<file path="config.mk">
export PLATFORM = sky130hd
export DESIGN_NAME = impdec_seq
export DESIGN_NICKNAME = d
export VERILOG_FILES = /design/src/rtl/impdec_pkg.sv /design/src/rtl/impdec_cfg.sv /design/src/rtl/impdec_cnt.sv /design/src/rtl/impdec_lost.sv /design/src/rtl/impdec_seq.sv
export SDC_FILE = /design/constraint.sdc
export NUM_CORES = 1
export LEC_CHECK = 0
export BUFFER_PORTS_ARGS = -buffer_cell sky130_fd_sc_hd__buf_2
export CAP_MARGIN = 20
export CORE_MARGIN = 3
export CORE_UTILIZATION = 60
export DETAILED_ROUTE_END_ITERATION = 10
export PLACE_DENSITY = 0.8
export SETUP_SLACK_MARGIN = 0.5
export SLEW_MARGIN = 20
export SYNTH_ARGS = -nofsm -noshare
export SYNTH_HDL_FRONTEND = slang
export SYNTH_HIERARCHICAL = 1
export SYNTH_SLANG_ARGS = --single-unit
export TNS_END_PERCENT = 1
</file>
<file path="constraint.sdc">
create_clock -name clk -period 3.5 [get_ports clk]
set_input_delay 0.35 -clock clk [delete_from_list [all_inputs] [get_ports clk]]
set_output_delay 0.35 -clock clk [all_outputs]
set_load 0.02 [all_outputs]
</file>
<file path="src/rtl/impdec_pkg.sv">
package impdec_pkg;

   typedef enum logic [2:0] {
      ST_IDLE,
      ST_IMP_DLY,
      ST_STOP_A,
      ST_WAIT_DEC,
      ST_DEC_DLY,
      ST_STOP_B,
      ST_DONE
   } seq_state_t;

   localparam logic [1:0] EVT_FULL    = 2'b00;
   localparam logic [1:0] EVT_IMP_DEC = 2'b01;
   localparam logic [1:0] EVT_IMP_TMO = 2'b10;

   localparam int REG_DELAY = 0;
   localparam int REG_GATE  = 1;
   localparam int REG_MODE  = 2;
   localparam int NUM_REGS  = 3;

endpackage

</file>
<file path="src/rtl/impdec_cfg.sv">
module impdec_cfg #(
   parameter int CNT_W   = 16,
   parameter int AW      = 2,
   parameter bit FULL_EN = 1'b1
) (
   input  logic             clk,
   input  logic             rst_n,
   input  logic             we,
   input  logic [AW-1:0]    addr,
   input  logic [CNT_W-1:0] wdata,
   input  logic             idle,
   output logic [CNT_W-1:0] dly_live,
   output logic [CNT_W-1:0] gate_live,
   output logic             full_live
);
   import impdec_pkg::*;

   logic [NUM_REGS-1:0][CNT_W-1:0] live;

   // Each register has a software-written copy and a copy frozen for the running event.
   for (genvar i = 0; i < NUM_REGS; i++) begin : g_reg
      logic [CNT_W-1:0] shd_q;
      logic [CNT_W-1:0] hold_q;

      always_ff @(posedge clk) begin
         if (!rst_n) begin
            shd_q <= '0;
         end else if (we && (addr == AW'(i))) begin
            shd_q <= wdata;
         end
      end

      always_ff @(posedge clk) begin
         if (!rst_n) begin
            hold_q <= '0;
         end else if (idle) begin
            hold_q <= shd_q;
         end
      end

      assign live[i] = idle ? shd_q : hold_q;
   end

   assign dly_live  = live[REG_DELAY];
   assign gate_live = live[REG_GATE];

   if (FULL_EN) begin : g_full
      assign full_live = live[REG_MODE][0];
   end else begin : g_nofull
      assign full_live = 1'b0;
   end

endmodule

</file>
<file path="src/rtl/impdec_cnt.sv">
module impdec_cnt #(
   parameter int W = 16
) (
   input  logic         clk,
   input  logic         rst_n,
   input  logic         load,
   input  logic [W-1:0] load_val,
   input  logic         en,
   output logic         hit
);
   logic [W-1:0] cnt_q;

   always_ff @(posedge clk) begin
      if (!rst_n) begin
         cnt_q <= '0;
      end else if (load) begin
         cnt_q <= load_val;
      end else if (en && (cnt_q != '0)) begin
         cnt_q <= cnt_q - W'(1);
      end
   end

   // A loaded value of zero never reaches one, so it never expires.
   assign hit = (cnt_q == W'(1));

endmodule

</file>
<file path="src/rtl/impdec_lost.sv">
module impdec_lost #(
   parameter int W   = 8,
   parameter bit SAT = 1'b1
) (
   input  logic         clk,
   input  logic         rst_n,
   input  logic [1:0]   inc,
   output logic [W-1:0] cnt
);
   localparam logic [W:0] MAX_V = {1'b0, {W{1'b1}}};

   logic [W:0]   sum;
   logic [W-1:0] nxt;

   assign sum = {1'b0, cnt} + {{(W-1){1'b0}}, inc};

   if (SAT) begin : g_sat
      assign nxt = (sum > MAX_V) ? MAX_V[W-1:0] : sum[W-1:0];
   end else begin : g_wrap
      assign nxt = sum[W-1:0];
   end

   always_ff @(posedge clk) begin
      if (!rst_n) begin
         cnt <= '0;
      end else begin
         cnt <= nxt;
      end
   end

endmodule

</file>
<file path="src/rtl/impdec_seq.sv">
module impdec_seq #(
   parameter int CNT_W   = 16,
   parameter int AW      = 2,
   parameter int LOST_W  = 8,
   parameter int MIN_DLY = 3,
   parameter bit FULL_EN = 1'b1,
   parameter bit LOST_SAT = 1'b1
) (
   input  logic              clk,
   input  logic              rst_n,
   input  logic              cfg_we,
   input  logic [AW-1:0]     cfg_addr,
   input  logic [CNT_W-1:0]  cfg_wdata,
   input  logic              imp_trig,
   input  logic              dec_trig,
   input  logic              mult_vld,
   input  logic              ack,
   output logic              stop_smp,
   output logic              half_sel,
   output logic              evt_valid,
   output logic [1:0]        evt_type,
   output logic              busy,
   output logic [LOST_W-1:0] lost_cnt
);
   import impdec_pkg::*;

   localparam logic [CNT_W-1:0] MIN_V = CNT_W'(MIN_DLY);

   if (CNT_W < 4) begin : g_bad_w
      $error("impdec_seq: CNT_W must be at least 4");
   end
   if ((1 << AW) < NUM_REGS) begin : g_bad_aw
      $error("impdec_seq: AW too small for the register set");
   end
   if (MIN_DLY < 2 || MIN_DLY >= (1 << CNT_W)) begin : g_bad_min
      $error("impdec_seq: MIN_DLY out of range");
   end

   seq_state_t       st_q, st_nxt;
   logic [1:0]       typ_q, typ_nxt;
   logic             idle;
   logic [CNT_W-1:0] dly_live, gate_live, eff_dly;
   logic             full_live;
   logic             imp_ok, dec_ok;
   logic             cnt_load, cnt_en, cnt_hit;
   logic [CNT_W-1:0] cnt_val;
   logic [1:0]       lost_inc;

   assign idle   = (st_q == ST_IDLE);
   assign imp_ok = imp_trig & mult_vld;
   assign dec_ok = dec_trig & mult_vld;

   impdec_cfg #(.CNT_W(CNT_W), .AW(AW), .FULL_EN(FULL_EN)) u_cfg (
      .clk       (clk),
      .rst_n     (rst_n),
      .we        (cfg_we),
      .addr      (cfg_addr),
      .wdata     (cfg_wdata),
      .idle      (idle),
      .dly_live  (dly_live),
      .gate_live (gate_live),
      .full_live (full_live)
   );

   assign eff_dly = (dly_live < MIN_V) ? MIN_V : dly_live;

   impdec_cnt #(.W(CNT_W)) u_cnt (
      .clk      (clk),
      .rst_n    (rst_n),
      .load     (cnt_load),
      .load_val (cnt_val),
      .en       (cnt_en),
      .hit      (cnt_hit)
   );

   always_comb begin
      st_nxt   = st_q;
      typ_nxt  = typ_q;
      cnt_load = 1'b0;
      cnt_val  = '0;
      cnt_en   = 1'b0;
      unique case (st_q)
         ST_IDLE: begin
            if (imp_ok) begin
               st_nxt   = ST_IMP_DLY;
               cnt_load = 1'b1;
               cnt_val  = eff_dly;
            end
         end
         ST_IMP_DLY: begin
            cnt_en = 1'b1;
            if (cnt_hit) st_nxt = ST_STOP_A;
         end
         ST_STOP_A: begin
            if (full_live) begin
               st_nxt  = ST_DONE;
               typ_nxt = EVT_FULL;
            end else begin
               st_nxt   = ST_WAIT_DEC;
               cnt_load = 1'b1;
               cnt_val  = gate_live;
            end
         end
         ST_WAIT_DEC: begin
            cnt_en = 1'b1;
            if (dec_ok) begin
               st_nxt   = ST_DEC_DLY;
               typ_nxt  = EVT_IMP_DEC;
               cnt_load = 1'b1;
               cnt_val  = eff_dly;
            end else if (cnt_hit) begin
               st_nxt  = ST_STOP_B;
               typ_nxt = EVT_IMP_TMO;
            end
         end
         ST_DEC_DLY: begin
            cnt_en = 1'b1;
            if (cnt_hit) st_nxt = ST_STOP_B;
         end
         ST_STOP_B: st_nxt = ST_DONE;
         ST_DONE:   if (ack) st_nxt = ST_IDLE;
         default:   st_nxt = ST_IDLE;
      endcase
   end

   always_ff @(posedge clk) begin
      if (!rst_n) begin
         st_q  <= ST_IDLE;
         typ_q <= EVT_FULL;
      end else begin
         st_q  <= st_nxt;
         typ_q <= typ_nxt;
      end
   end

   assign stop_smp  = (st_q == ST_STOP_A) || (st_q == ST_STOP_B);
   assign half_sel  = (st_q == ST_STOP_B);
   assign evt_valid = (st_q == ST_DONE);
   assign evt_type  = evt_valid ? typ_q : 2'b00;
   assign busy      = !idle;

   assign lost_inc = stop_smp ? ({1'b0, imp_ok} + {1'b0, dec_ok}) : 2'b00;

   impdec_lost #(.W(LOST_W), .SAT(LOST_SAT)) u_lost (
      .clk   (clk),
      .rst_n (rst_n),
      .inc   (lost_inc),
      .cnt   (lost_cnt)
   );

endmodule

</file>
---- Word-level counts from Yosys, hierarchy flattened ----
Index checks and enable logic that the tools add are counted.
word-level totals
  logic and storage cells ................. 73
  output and inout port bits .............. 14
  input bits .............................. 25
  register bits ........................... 110
operators by class
  add/subtract/negate cells ............... 3
  reduce and logical (&&, ||, !) cells .... 14
  eq/ne operators ......................... 14
  magnitude comparators ................... 2
  muxes and demuxes ....................... 28
  bitwise operators ....................... 2
operator list
  kind                   count
  $mux 16                7
  $pmux 16 s3            1
  $pmux 3 s7             1
  $mux 3                 6
  $eq 16x1->1 const B    1
  $lt 16x2->1 const B    1
  $reduce_bool 16->1     1
  $sub 16x1->16 const B  1
  $mux 2                 5
  $add 8x2->9            1
  $eq 3x3->1 const B     3
  $gt 9x8->1 const B     1
  $mux 8                 1
  $eq 3x2->1 const B     2
  $ne 2x2->1 const B     3
  $reduce_and 3->1       2
  $mux 1                 5
  $logic_and 1x1->1      4
  $pmux 2 s2             1
  $reduce_bool 2->1      2
  $eq 3x1->1 const B     1
  $logic_not 3->1        1
  $ne 3x3->1 const B     1
  $pmux 1 s3             1
  9 further kinds        10

---- Longest topological paths before layout ----
  word-level depth ........................ 7
  mapped depth ............................ 10
  gate-level depth less buffers ........... 9

---- Hierarchy ----
Netlist, hierarchy kept.
modules (own cells, without submodules)
  module       seq. area each (um2)  cells an instance  instances  area each (um2)
  impdec_cfg   1321.3                234                1          2703.8
  impdec_cnt   320.3                 123                1          983.4
  impdec_seq   100.1                 85                 1          663.1
  impdec_lost  160.2                 39                 1          389.1

---- Worst setup path before layout ----
Ideal clock, no wire load.
  path type ............................... register to register
  start point ............................. register st_q[0]
  end point ............................... register u_cnt.cnt_q[14]
  setup time .............................. 0.074 ns
  required time ........................... 3.426 ns
  cell stages (with the launch flop) ...... 8
  clock period less this slack ............ 2.703 ns
  arrival time ............................ 2.628 ns
  path slack .............................. 0.797 ns
  path buffers ............................ 1
  path through ............................ dfxtp_1 buf_2 inv_1 o21ai_0 or4bb_1 or4b_4 or4_1 a31oi_1
between the ends
  elaborated cells between the ends (all ways) .. 20
  classes of those cells .................. order compare (1); eq/ne (4); mux (11); reduce/logical (4)
RTL lines
  item                                      line               source
  from (decl)                               impdec_seq.sv:39   seq_state_t st_q, st_nxt;
  from (signal assigned)                    impdec_seq.sv:131  st_q <= st_nxt;
  $eq 3x3->1, or another cell as far along  impdec_seq.sv:82   unique case (st_q)
  $reduce_or 3->1 (no line) (*)             -
  $mux 1 (*)                                impdec_seq.sv:82
  net cnt_en                                impdec_seq.sv:45   logic cnt_load, cnt_en, cnt_hit;
  $logic_and 1x1->1 (*)                     impdec_cnt.sv:18   end else if (en && (cnt_q != '0)) begin
  $reduce_bool 2->1 (no line) (*)           -
  to (signal assigned)                      impdec_cnt.sv:17   cnt_q <= load_val;
  to (signal assigned)                      impdec_cnt.sv:19   cnt_q <= cnt_q - W'(1);
  to (decl)                                 impdec_cnt.sv:11   logic [W-1:0] cnt_q;
The timed path passes the listed nets; every way through them passes the cells marked *.
A chain may end at the register's enable or synchronous reset.

---- Worst setup path in the final report ----
  start point ............................. register st_q[2]
  end point ............................... register u_cnt.cnt_q[0]
between the ends
  longest elaborated chain between the ends .. 7
  elaborated cells between the ends (all ways) .. 20
  classes of those cells .................. order compare (1); eq/ne (4); mux (11); reduce/logical (4)
RTL lines
  item                               line                                 source
  $logic_not 3->1 (*)                impdec_seq.sv:49                     assign idle = (st_q == ST_IDLE);
  net idle                           impdec_seq.sv:41                     logic idle;
  $mux 16 (*)                        -
  net dly_live[11]                   impdec_seq.sv:42                     logic [CNT_W-1:0] dly_live, gate_live, eff_dly;
  $lt 16x2->1 (*)                    impdec_seq.sv:65                     assign eff_dly = (dly_live < MIN_V) ? MIN_V : dly_live;
  $mux 16 (*)                        impdec_seq.sv:65
  $mux 16, on equally long branches  impdec_seq.sv:106, impdec_seq.sv:84
  $pmux 16 s3 (*)                    impdec_seq.sv:82
  net cnt_val[0]                     impdec_seq.sv:46                     logic [CNT_W-1:0] cnt_val;
  $mux 16 (*)                        impdec_cnt.sv:16                     end else if (load) begin
Marked as above.

==> impl_metrics.yaml <==
flow_run:
  maxCapViolCount: 0
yosys:
  synth_edf_count: 0
  synth.area.mux_share_pct: 17.6
  synth-seq-cells: 95
  synth-seq-area-share_pct: 40.1
  ys_top_cells_by_count: "dfxtp_1 (95), nand2_1 (58), and2_1 (36)"
  synth_top_area_share_pct: 40.1
  async_reset_ff_share_pct: 0
  synth_top_area_cell: "dfxtp_1"
  synth_top_family_by_area: "simple AND/OR/NAND/NOR gates"
  yosys.area_share.simple_pct: 20.4
  synth_compound_area_share_pct: 13.6
  syn_area_um2: 4740
  synth_ff_type: "dfxtp_1"
  synth.most_common_cell: "dfxtp_1"
  synthDistinctLibCells: 64
  synth_xor_area_share_pct: 0.554
  synth_area_leaders: "dfxtp_1 (40%), mux2_4 (9.5%), mux2i_1 (7.4%)"
  synth-adder-area-share_pct: 1.74
  yosys_warnings: 6
  syn_nets: 512
  synthCells: 481
  synth.avg_cell_area_um2: 9.85
pwr:
  powerDensity_nw_per_um2: 605
  irDropWorstVdd_v: 0.000298
  leakage_nw: 2.20
timing:
  fmax_mhz: 353
  fin_crit_sh_pct: 80.9
  finalSetupViolations: 0
  finalCriticalPeriod_ns: 2.83
  tightestPinTransition_ns: 1.01
  hold_violations: 0
  slew_viol_final: 0
  rsz0062_at_grt: "false"
  timing.setup.tns_ns: 0
  worst_slew_margin_rel_pct: 32.9
  fin_skew_ns: 0.0144
  whs_ns: 0.238
  setup_ws_ns: 0.668
cells_and_area:
  seq_area_um2: 1900
  stdcell_count: 614
  fin_area_um2: 5130
  diodes: 0
  fill_cells: 580
  multi_input_area_um2: 2560
  drive_above_1_share_pct: 21.7
  area_growth_syn_to_layout_pct: 8.24
  fin_nets: 541
cts:
  clk_pin_slew_ns: 0.10
  clock_sinks: 95
  cts_inserted_buffers: 9
  htree_levels: 3
  insertion_delay_ns: 0.37
  ctsRootBufferMaster: "clkbuf_8"
  cts_setup_buffers: 0
  cts_tree: "done"
  cts_max_path_buffers: 2
die:
  fp.dieH_um: 94.9
  start_util_pct: 63.6
  coreArea_um2: 7450
  die_area_um2: 9000
  fp-row-count: 31
  ios: 39
  dieWidth_um: 94.9
route:
  totalWireLength_mm: 9.77
  postRouteAntennaNets: 0
  dr.pass1.iters: 5
  drt-wirelength-per-cell_um: 15.9
  viasPerCell: 5.80
  drt_iter0_markers: 219
  drc: 0
  vias: 3563
critical_path:
  end_kind: "flip-flop"
  cp_max_fo: 33
  critPathKind: "reg -> reg"
  cp-start-kind: "flip-flop"
  crit_arrival_ns: 3.11
  cp.required_ns: 3.78
place:
  place.gp.congestion: 0.841
  dpl.hpwl_mm: 6.65
  dp_cells: 597
  placedInstanceArea_um2: 4940
  place_ws_ns: 0.549
  port_buffers: 38
grt:
  grt_max_degree: 62
  antenna_found_initial: 0
  grt_overflow_total: 0
  grt_pass1_wl_mm: 15.9
  grt_pass1_vias: 3320
  track_usage_pct: 22.5
status:
  status: "complete, no violations"
hold_path:
  hp-class: "in -> reg"
-- sequential cells by signal (all words and copies together) (netlist names) --
name and count:
typ_q 2, u_cfg/g.shd_q 33, u_cnt/cnt_q 16, st_q 3, u_lost/cnt 8, u_cfg/g.hold_q 33
-- report_power, final --
part / internal, mW / switching [mW] / total (mW) / leakage, nW
registers: 1.19 / 0.127 / 1.32 / 0.772
logic: 0.495 / 0.613 / 1.11 / 1.35
clock network: 0.283 / 0.399 / 0.682 / 0.0826
total: 1.97 / 1.14 / 3.11 / 2.20
-- critical path: stages, from the launching register on --
cell       delay (ns)
dfxtp_1          0.47
or3_4            0.47
inv_2            0.09
buf_12           0.25
mux2_2           0.40
nor4_1           0.39
nand4_1          0.16
a2bb2oi_1        0.22
nor2_1           0.06
a311oi_1         0.22
-- repair_timing --
action	CTS	global route
hold buffers	0	0
gates resized for setup	0	4
endpoints found under the setup margin	0	15
hold endpoints to repair	0	0
-- layout make-up --
| type | count | share of cell area (%) |
|---|---|---|
| timing repair inverter | 1 | 0.146 |
| clock inverter | 5 | 0.780 |
| sequential | 95 | 37.1 |
| timing repair buffer | 46 | 5.51 |
| clock buffer | 11 | 2.76 |
| tap | 99 | 2.41 |
| multi-input combinational | 339 | 49.9 |
| inverter | 18 | 1.39 |
-- per-stage QoR --
| step | utilization (%) | total power [mW] |
|---|---|---|
| after floorplan | - | 2.26 |
| after global placement | 66.0 | 2.39 |
| after detailed placement | 66.3 | 2.41 |
| after CTS | 68.7 | 3.09 |
| after global routing | 68.9 | 3.28 |
| final | 68.9 | 3.11 |
-- layer usage --
metal	track usage [%]	share of wire (%)	up-vias
met5	0	0	-
li1	-	-	1772
met4	9.50	1.5	0
met2	33.9	45	67
met3	3.03	3.6	13
met1	32.4	49	1711
-- cells by family (layout without fill, tap and decap cells) --
kind of cell | count (synthesis) | in the layout
DFF | 95 | 95
AOI/OAI and AO/OA | 90 | 90
and+or+nand+nor | 172 | 172
muxes | 68 | 68
adders and majority gates | 6 | 6
buffers and inverters | 47 | 81
xor gates and xnor gates | 3 | 3
-- cells in the final DEF, fill, tap and decap left out, types with 4 or more instances in the layout --
| cell type | synthesis | layout |
|---|---|---|
| dfxtp_1 | 95 | 94 |
| a21oi_1 | 12 | 12 |
| o21a_1 | 9 | 9 |
| nand2_1 | 58 | 58 |
| and2_1 | 36 | 36 |
| a31oi_1 | 6 | 6 |
| nand3_1 | 6 | 6 |
| a211oi_1 | 4 | 4 |
| clkbuf_8 | 0 | 10 |
| nand4_1 | 6 | 6 |
| nor3b_1 | 5 | 4 |
| buf_4 | 1 | 4 |
| mux2_4 | 30 | 30 |
| mux2i_1 | 35 | 35 |
| nand2b_1 | 5 | 5 |
| clkinvlp_4 | 0 | 5 |
| a22o_1 | 14 | 14 |
| or4_1 | 6 | 6 |
| nor2_1 | 12 | 12 |
| inv_1 | 17 | 16 |
| nor3_1 | 5 | 5 |
| o31a_1 | 4 | 4 |
| ha_1 | 5 | 5 |
| nor4_1 | 9 | 9 |
| o21ai_0 | 22 | 22 |
| buf_2 | 10 | 38 |
-- final timing paths --
| check | endpoint | slack, ns | from | cells after the start |
|---|---|---|---|---|
| setup / recovery | u_cnt/cnt_q[0] | 0.67 | st_q[2] | 9 |
| hold / removal | u_cfg/g_reg[1].shd_q[13] | 0.24 | cfg_wdata[13] | 3 |
| setup reg to reg | u_cnt/cnt_q[0] | 0.67 | st_q[2] | 9 |
| hold reg to reg | u_cfg/g_reg[0].shd_q[6] | 0.47 | u_cfg/g_reg[0].shd_q[6] | 2 |
(Power assumes the default switching activity.)
